<file path="src/rtl/swd_seq_pkg.sv">
package swd_seq_pkg;

  typedef enum logic [2:0] {
    PH_IDLE,
    PH_REQ,
    PH_TRN_A,
    PH_ACK,
    PH_TRN_B,
    PH_WDATA,
    PH_RDATA
  } phase_e;

  localparam int          REQ_BITS = 8;
  localparam int          ACK_BITS = 3;
  localparam logic [2:0]  ACK_OK   = 3'b001;

  // Header: start(1), bank, dir, A2, A3, parity, stop(0), park(1), LSB first
  function automatic logic [7:0] req_pkt(input logic bank, input logic rnw,
                                         input logic [1:0] a);
    logic p;
    p = bank ^ rnw ^ a[0] ^ a[1];
    return {1'b1, 1'b0, p, a[1], a[0], rnw, bank, 1'b1};
  endfunction

endpackage

</file>
<file path="src/rtl/swd_tx_shift.sv">
module swd_tx_shift #(
  parameter int W = 33
) (
  input  logic         clk,
  input  logic         rst_n,
  input  logic         load,
  input  logic [W-1:0] load_val,
  input  logic         shift,
  output logic         bit_out
);
  logic [W-1:0] q;

  always_ff @(posedge clk or negedge rst_n) begin
    if (!rst_n)     q <= '0;
    else if (load)  q <= load_val;
    else if (shift) q <= {1'b0, q[W-1:1]};
  end

  assign bit_out = q[0];
endmodule

</file>
<file path="src/rtl/swd_rx_shift.sv">
module swd_rx_shift #(
  parameter int W = 33
) (
  input  logic         clk,
  input  logic         rst_n,
  input  logic         shift,
  input  logic         din,
  output logic [W-1:0] q
);
  // Bits arrive LSB first and enter at the top.
  always_ff @(posedge clk or negedge rst_n) begin
    if (!rst_n)     q <= '0;
    else if (shift) q <= {din, q[W-1:1]};
  end
endmodule

</file>
<file path="src/rtl/swd_phase_fsm.sv">
module swd_phase_fsm
  import swd_seq_pkg::*;
#(
  parameter int FRAME = 33,
  parameter int TRN_W = 2,
  parameter int CNT_W = 6
) (
  input  logic             clk,
  input  logic             rst_n,
  input  logic             start,
  input  logic             rnw,
  input  logic [TRN_W-1:0] trn_len,
  input  logic [2:0]       ack_now,
  output phase_e           phase,
  output logic             start_fire,
  output logic             last,
  output logic             finish
);
  logic [CNT_W-1:0] cnt;
  logic             rnw_q;
  logic [TRN_W-1:0] trn_q;
  logic             to_wr;

  assign start_fire = start && (phase == PH_IDLE);
  assign last       = (cnt == '0);
  assign finish     = last && ((phase == PH_WDATA) ||
                               (phase == PH_TRN_B && !to_wr));

  always_ff @(posedge clk or negedge rst_n) begin
    if (!rst_n) begin
      phase <= PH_IDLE;
      cnt   <= '0;
      rnw_q <= 1'b0;
      trn_q <= '0;
      to_wr <= 1'b0;
    end else begin
      if (phase != PH_IDLE && !last) cnt <= cnt - 1'b1;
      unique case (phase)
        PH_IDLE: if (start) begin
          phase <= PH_REQ;
          cnt   <= CNT_W'(REQ_BITS - 1);
          rnw_q <= rnw;
          trn_q <= trn_len;
        end
        PH_REQ: if (last) begin
          phase <= PH_TRN_A;
          cnt   <= CNT_W'(trn_q);
        end
        PH_TRN_A: if (last) begin
          phase <= PH_ACK;
          cnt   <= CNT_W'(ACK_BITS - 1);
        end
        PH_ACK: if (last) begin
          if (ack_now == ACK_OK && rnw_q) begin
            phase <= PH_RDATA;
            cnt   <= CNT_W'(FRAME - 1);
          end else begin
            phase <= PH_TRN_B;
            cnt   <= CNT_W'(trn_q);
            to_wr <= (ack_now == ACK_OK);
          end
        end
        PH_RDATA: if (last) begin
          phase <= PH_TRN_B;
          cnt   <= CNT_W'(trn_q);
          to_wr <= 1'b0;
        end
        PH_TRN_B: if (last) begin
          if (to_wr) begin
            phase <= PH_WDATA;
            cnt   <= CNT_W'(FRAME - 1);
          end else begin
            phase <= PH_IDLE;
          end
        end
        PH_WDATA: if (last) phase <= PH_IDLE;
        default:  phase <= PH_IDLE;
      endcase
    end
  end
endmodule

</file>
<file path="src/rtl/swd_access_seq.sv">
module swd_access_seq
  import swd_seq_pkg::*;
#(
  parameter int DATA_W = 32,
  parameter int TRN_W  = 2
) (
  input  logic              clk,
  input  logic              rst_n,
  input  logic              start,
  input  logic              ap_sel,
  input  logic              rd_nwr,
  input  logic [1:0]        addr,
  input  logic [DATA_W-1:0] wdata,
  input  logic [TRN_W-1:0]  trn_len,
  input  logic              dio_in,
  output logic              dio_out,
  output logic              dio_oe,
  output logic              busy,
  output logic [2:0]        ack,
  output logic [DATA_W-1:0] rdata,
  output logic              par_err,
  output logic              done
);
  localparam int FRAME = DATA_W + 1;
  localparam int CNT_W = $clog2(FRAME) > TRN_W ? $clog2(FRAME) : TRN_W + 1;

  phase_e            phase;
  logic              start_fire, last, finish;
  logic              tx_bit, tx_load, tx_shift;
  logic [FRAME-1:0]  tx_val, rx_q, rx_frame;
  logic [2:0]        ack_now;
  logic              ack_last, ack_ok, rd_last, in_trn;
  logic [DATA_W-1:0] wdata_q;

  // Named internal events
  assign ack_now  = {dio_in, rx_q[FRAME-1], rx_q[FRAME-2]};
  assign ack_last = (phase == PH_ACK) && last;
  assign ack_ok   = (ack_now == ACK_OK);
  assign rd_last  = (phase == PH_RDATA) && last;
  assign in_trn   = (phase == PH_TRN_A) || (phase == PH_TRN_B);
  assign rx_frame = {dio_in, rx_q[FRAME-1:1]};

  assign tx_load  = start_fire || (ack_last && ack_ok);
  assign tx_val   = start_fire ? FRAME'(req_pkt(ap_sel, rd_nwr, addr))
                               : {^wdata_q, wdata_q};
  assign tx_shift = (phase == PH_REQ) || (phase == PH_WDATA);

  swd_phase_fsm #(.FRAME(FRAME), .TRN_W(TRN_W), .CNT_W(CNT_W)) u_fsm (
    .clk(clk), .rst_n(rst_n), .start(start), .rnw(rd_nwr),
    .trn_len(trn_len), .ack_now(ack_now), .phase(phase),
    .start_fire(start_fire), .last(last), .finish(finish)
  );

  swd_tx_shift #(.W(FRAME)) u_tx (
    .clk(clk), .rst_n(rst_n), .load(tx_load), .load_val(tx_val),
    .shift(tx_shift), .bit_out(tx_bit)
  );

  swd_rx_shift #(.W(FRAME)) u_rx (
    .clk(clk), .rst_n(rst_n),
    .shift((phase == PH_ACK) || (phase == PH_RDATA)),
    .din(dio_in), .q(rx_q)
  );

  always_ff @(posedge clk or negedge rst_n) begin
    if (!rst_n) begin
      wdata_q <= '0;
      ack     <= '0;
      rdata   <= '0;
      par_err <= 1'b0;
      done    <= 1'b0;
    end else begin
      done <= finish;
      if (start_fire) begin
        wdata_q <= wdata;
        par_err <= 1'b0;
      end
      if (ack_last) ack <= ack_now;
      if (rd_last) begin
        rdata   <= rx_frame[DATA_W-1:0];
        par_err <= rx_frame[DATA_W] ^ (^rx_frame[DATA_W-1:0]);
      end
    end
  end

  assign busy    = (phase != PH_IDLE);
  assign dio_oe  = (phase == PH_IDLE) || tx_shift;
  assign dio_out = tx_shift && tx_bit;
endmodule

</file>
<file path="config.mk">
export PLATFORM = sky130hd
export DESIGN_NAME = swd_access_seq
export DESIGN_NICKNAME = d
export VERILOG_FILES = /design/src/rtl/swd_seq_pkg.sv /design/src/rtl/swd_tx_shift.sv /design/src/rtl/swd_rx_shift.sv /design/src/rtl/swd_phase_fsm.sv /design/src/rtl/swd_access_seq.sv
export SDC_FILE = /design/constraint.sdc
export NUM_CORES = 1
export LEC_CHECK = 0
export CAP_MARGIN = 40
export CORE_AREA = 2 2 135 137
export DETAILED_ROUTE_END_ITERATION = 7
export DIE_AREA = 0 0 137 139
export GPL_TIMING_DRIVEN = 0
export PLACE_DENSITY = 0.68
export RECOVER_POWER = 25
export SKIP_CTS_REPAIR_TIMING = 1
export SLEW_MARGIN = 40
export SYNTH_ARGS = -nofsm -noshare
export SYNTH_HDL_FRONTEND = slang
export SYNTH_SLANG_ARGS = --single-unit
</file>
<file path="constraint.sdc">
create_clock -name clk -period 2 [get_ports clk]
set_input_delay 0.4 -clock clk [delete_from_list [all_inputs] [get_ports clk]]
set_output_delay 0.4 -clock clk [all_outputs]
set_load 0.01 [all_outputs]
</file>
# Yosys cells after proc, flatten, opt, wreduce, memory -nomap -nowiden
# Index checks and enable logic that the tools add are counted.
# classes
mux	28
bitwise_logic	4
add_sub_neg	1
n_reduce_logical	28
eq_ne	15
# op_table
operator	n
2-to-1 mux 33 bit	3
XOR reduction 32 bit	2
2-to-1 mux 6 bit	8
one-hot mux 6 bit (5 select lines)	1
2-to-1 mux 3 bit	8
one-hot mux 3 bit (7 select lines)	1
!= test 2 bit, second input constant	8
== test 3 bit, second input constant	3
logical AND 1 bit	9
AND reduction 7 bit	1
== test 3 x 1 -> 1 bit, second input constant	2
== test 3 x 2 -> 1 bit, second input constant	2
logical NOT 6 bit	1
nonzero test 2 bit	3
subtractor 6 x 1 -> 6 bit, second input constant	1
logical OR 1 bit	5
2-to-1 mux 1 bit	5
AND reduction 4 bit	1
bitwise XOR 1 bit	4
logical NOT 3 bit	1
nonzero test 3 bit	1
logical NOT 1 bit	2
2-to-1 mux 2 bit	1
one-hot mux 1 bit (2 select lines)	1
other kinds (2)	2
# totals
input_bits	42
out_inout_bits	40
elab_cells	88
ff_bits	148

# Logic depth before layout (Yosys ltp)
# depth
ltp_word	7
depth_mapped	9
ltp_nobuf	8

# By module
# A second synthesis with hierarchy kept.
# unflattened
cells_unflattened	592
hier_area_um2	7219.4
# modules_own_cells
module	n_inst	area_each_um2	cells_each	seq_area_each_um2
swd_access_seq	1	3320.7	275	1726.7
swd_tx_shift	1	1547.7	143	825.8
swd_rx_shift	1	1381.3	70	825.8
swd_phase_fsm	1	969.7	104	325.3

# Worst setup path before layout
# Ideal clock, no wire load.
# synth_timing
kind	register to register
start	register u_rx.q[32]
end	register u_tx.q[1]
synth_period_minus_slack_ps	1675
setup_time_ps	124
required_time_ps	1876
path_buffers	1
arrival_time_ps	1551
path_stages_with_launch	9
setup_slack_ps	325
path_cell_list	dfrtp_1 > inv_1 > ha_1 > nor2b_1 > nand2_1 > or3_1 > buf_6 > o22ai_2 > a21oi_1
# synth_via
elab_chain_len	4
elab_cells_between_ends	5
cone_classes	eq/ne: 1; mux: 1; reduce/logical: 3
# synth_lines
element	line_no	source
start: declaration	swd_rx_shift.sv:8	output logic [W-1:0] q
start signal: assignment	swd_rx_shift.sv:13	else if (shift) q <= {din, q[W-1:1]};
== test 3 x 1 -> 1 bit (*)	swd_access_seq.sv:38	assign ack_ok = (ack_now == ACK_OK);
logical AND 1 bit (*)	swd_access_seq.sv:43	assign tx_load = start_fire || (ack_last && ack_ok);
logical OR 1 bit (*)	swd_access_seq.sv:43	
2-to-1 mux 33 bit or nonzero test 2 bit (tied branches)	n/a	
end signal: assignment	swd_tx_shift.sv:15	else if (load) q <= load_val;
end signal: assignment	swd_tx_shift.sv:16	else if (shift) q <= {1'b0, q[W-1:1]};
end: declaration	swd_tx_shift.sv:11	logic [W-1:0] q;
# Mark *: on every way between the ends. The rest lies on a longest branch, timed or not.
# A chain may end at the register's enable or synchronous reset.

# Worst setup path after layout
# layout_timing
start	register u_rx.q[31]
end	register par_err
# layout_via
elab_chain_len	3
# layout_lines
element	line_no	source
XOR reduction 32 bit	swd_access_seq.sv:81	par_err <= rx_frame[DATA_W] ^ (^rx_frame[DATA_W-1:0]);
bitwise XOR 1 bit	swd_access_seq.sv:81	
2-to-1 mux 1 bit	swd_access_seq.sv:79	if (rd_last) begin
end signal: assignment	swd_access_seq.sv:81	
end: declaration	swd_access_seq.sv:21	output logic par_err,
# Every way passes these cells.

==> results by group <==
Clock network
  – H-tree depth: 4
  – Clock slew at reported path FFs: 0.06 ns
  – Max Root-Sink Buffers: 2
  – CTS tree: built
  – Clock sink count: 147
  – Worst-Skew Late Latency: 0.42 ns
  – Root Driver: clkbuf_16
  – CTS buffer count: 17

Route
  – Mean routed wirelength per cell: 15.20 µm
  – Drt via density: 4.907
  – Post-route ant nets: 0
  – Initial drt markers: 216
  – Total Wirelength: 14910 µm
  – DR pass1 iterations: 4
  – Residual DRC count: 0
  – Via count: 4814

Logic synthesis
  – Asr flop ratio synth: 100.0%
  – Post-synthesis instance total: 636
  – Syn Area/Cell: 10.88 µm²
  – Yosys cell types: 42
  – Post-synthesis mux area share: 14.18%
  – #FFs+latches synth: 147
  – Post-synthesis adder-cell area fraction: 0.5425%
  – Mapped Nets: 681
  – Yosys warning count: 0
  – Largest family of logic cells by synthesized area: multiplexers
  – Synth Area in Simple Gates: 11.88%
  – Sequential fraction of the synthesis area: 53.16%
  – Mapped Area: 0.006919 mm²
  – Number of flops mapped to enable cells by yosys: 0
  – Post-Synth XOR/XNOR Area: 8.481%
  – Synth Area in Compound Gates: 8.047%
  – Synth Flop Type: dfrtp_1

STA
  – Final Max Tran Viols: 0
  – Worst-Margin Slew: 1.024 ns
  – RSZ-0062 raised after global routing: false
  – Max_slew headroom: 31.74%
  – Final hold vios: 0
  – Fin Hold WS: 0.4787 ns
  – Final Setup Violations: 0
  – Period utilisation layout: 96.16%
  – Worst Skew: 0.01036 ns
  – Fmax: 520.0 MHz
  – Min Tclk post-route: 1.923 ns

Setup path
  – CP max-delay cell: dfrtp_1
  – Worst setup EP type: flip-flop
  – Worst path most repeated cell: xnor2_1
  – Slowest stage delay, CP: 0.43 ns
  – Req. time, crit path: 2.30 ns
  – Worst setup SP type: flip-flop
  – Max FO, Critical Path: 5
  – Data arrival, critical path: 2.22 ns
  – Critical path type: reg2reg
  – Critical path, cell by cell: ha_1 -> xor2_1 -> xnor2_1 -> xnor2_1 -> xnor2_1 -> xnor2_1 -> o21ai_1

GRT
  – GR Util All Layers: 16.51%
  – Initial antenna violation count: 0
  – First-pass GRT wire length: 24560 µm
  – Gr ovfl total: 0
  – Vias in the first global route: 4833
  – Largest net degree at the start of global routing: 76

Finish
  – Footprint of the multi-input gates: 0.003010 mm²
  – Most frequent cells in the layout: nand2_1 (147), dfrtp_1 (146), clkdlybuf4s50_1 (77)
  – Share of cells above drive strength 1: 19.68%
  – Diodes inserted: 0
  – Non-Filler Instances: 981
  – Area growth, synth to finish: 25.48%
  – Filler instances: 1638
  – Leading cell type in the layout, fill and taps excluded: nand2_1
  – Register Area: 0.003680 mm²
  – Nets: 785

Run
  – Max Cap Viol: 0

Floorplan
  – Die Ht: 139 µm
  – Initial Utilization: 39.19%
  – Row Count: 49
  – Top Ports: 82
  – Core Box Area: 0.01766 mm²
  – Die Area: 0.01904 mm²
  – Die width: 137 µm

Power and ir drop
  – Power per standard cell area: 760.0 mW/mm²
  – P_sw: 1528 µW
  – Combinational power share: 6.0%
  – Cell-internal power: 5070 µW
  – Leakage power: 0.003947 µW
  – Clk pwr share: 47.7%
  – Seq pwr share: 46.3%
  – Peak supply drop: 0.0006921 V
  – Switching fraction of total power: 23.16%

Outcome
  – Status: finished clean

Min path
  – Hold Path Class: reg2reg

Placement
  – Routability cong.: 0.9028
  – DP HPWL: 10220 µm
  – I/O Buffers: 81
  – Cells after DPL: 948
==> cells in the mapped netlist, types with 2 or more instances <==
| cell type | n | area share (%) |
|---|---|---|
| inv_1 | 13 | 0.71 |
| mux2i_1 | 26 | 3.8 |
| buf_2 | 22 | 1.6 |
| dfrtp_1 | 147 | 53 |
| o22ai_1 | 3 | 0.27 |
| a31oi_1 | 2 | 0.18 |
| a32oi_1 | 2 | 0.25 |
| nor2_1 | 20 | 1.1 |
| nand2_1 | 148 | 8.0 |
| nor2b_4 | 2 | 0.40 |
| nor2b_1 | 3 | 0.27 |
| o21ai_0 | 18 | 1.3 |
| mux2_2 | 63 | 10 |
| ha_1 | 3 | 0.54 |
| buf_4 | 8 | 0.87 |
| nand2b_1 | 2 | 0.18 |
| o22ai_2 | 4 | 0.72 |
| nor3_1 | 3 | 0.22 |
| xor2_1 | 10 | 1.3 |
| clkbuf_1 | 4 | 0.22 |
| xnor2_1 | 57 | 7.2 |
| nand4_1 | 2 | 0.18 |
| nand3_1 | 8 | 0.58 |
| or3_1 | 2 | 0.18 |
| buf_6 | 2 | 0.33 |
| a21oi_1 | 17 | 1.2 |
| o21ai_1 | 3 | 0.22 |
| and3_1 | 2 | 0.18 |
| o31ai_1 | 27 | 2.9 |
==> flip-flops by register name (all words and copies together), names as in the netlist <==
name and flops:
u_tx.q 33, rdata 32, u_rx.q 32, wdata_q 32
u_fsm.cnt 6, ack 3, u_fsm.phase 3, u_fsm.trn_q 2
done 1, par_err 1, u_fsm.rnw_q 1, u_fsm.to_wr 1
==> through the flow <==
stage / utilization, % / cell area [µm²] / power (µW) / TNS (ns) / worst slack [ns]
floorplan: - / 6919 / 3305 / 0 / 0.3252
global placement: 45.40 / 8016 / 3499 / -828.49 / -5.552
detailed placement: 45.74 / 8077 / 3513 / -14.39 / -0.3088
CTS: 49.04 / 8658 / 6680 / -1.486 / -0.5834
global route: 49.17 / 8682 / 6865 / 0 / 0.002089
finish: 49.17 / 8682 / 6598 / 0 / 0.07681
==> cells by family after synthesis <==
family | after synthesis
xor+xnor | 67
buf+inv | 49
compound gates | 84
simple gates | 196
fa+ha+maj | 3
flops | 147
mux | 90
==> worst max-delay path: cells and delay by family, from the launching register on <==
family | cells | cell delay, ns
fa+ha+maj | 1 | 0.32
xor+xnor | 5 | 0.98
flops | 1 | 0.43
compound gates | 1 | 0.07
==> final timing paths <==
path	from	to	slack, ns	cells past startpoint
min reg2reg	rdata[31]	rdata[31]	0.48	2
max in group asynchronous	rst_n	rdata[10]	0.25	4
max	u_rx.q[31]	par_err	0.08	7
min in group asynchronous	rst_n	done	0.84	3
max reg2reg	u_rx.q[31]	par_err	0.08	7
min	rdata[31]	rdata[31]	0.48	2
==> metal layers <==
layer / wire, µm / GRT usage (%) / vias to the layer above
li1: - / - / 2345
met1: 6544 / 21.23 / 2339
met2: 6989 / 25.32 / 116
met3: 1155 / 6.250 / 14
met4: 218 / 6.023 / 0
met5: 0 / 0 / -
==> cell type report <==
cell class	instances	area share, %
inverters	13	0.5620
clock inverters	14	1.801
repair buffers	85	9.828
well taps	229	3.300
clock buffers	17	4.900
plain buffers	36	2.551
multi-input cells	440	34.67
flip-flops and latches	147	42.38
==> power by group through the flow <==
stage	clock [µW]	sequential (µW)	combinational [µW]
6_report	3150	3050	399
4_1_cts	3220	3050	412
2_1_floorplan	0	3100	207
3_3_place_gp	0	3110	391
5_1_grt	3370	3060	442
3_5_place_dp	0	3110	407
No activity file was read; power rests on OpenSTA's default activity.
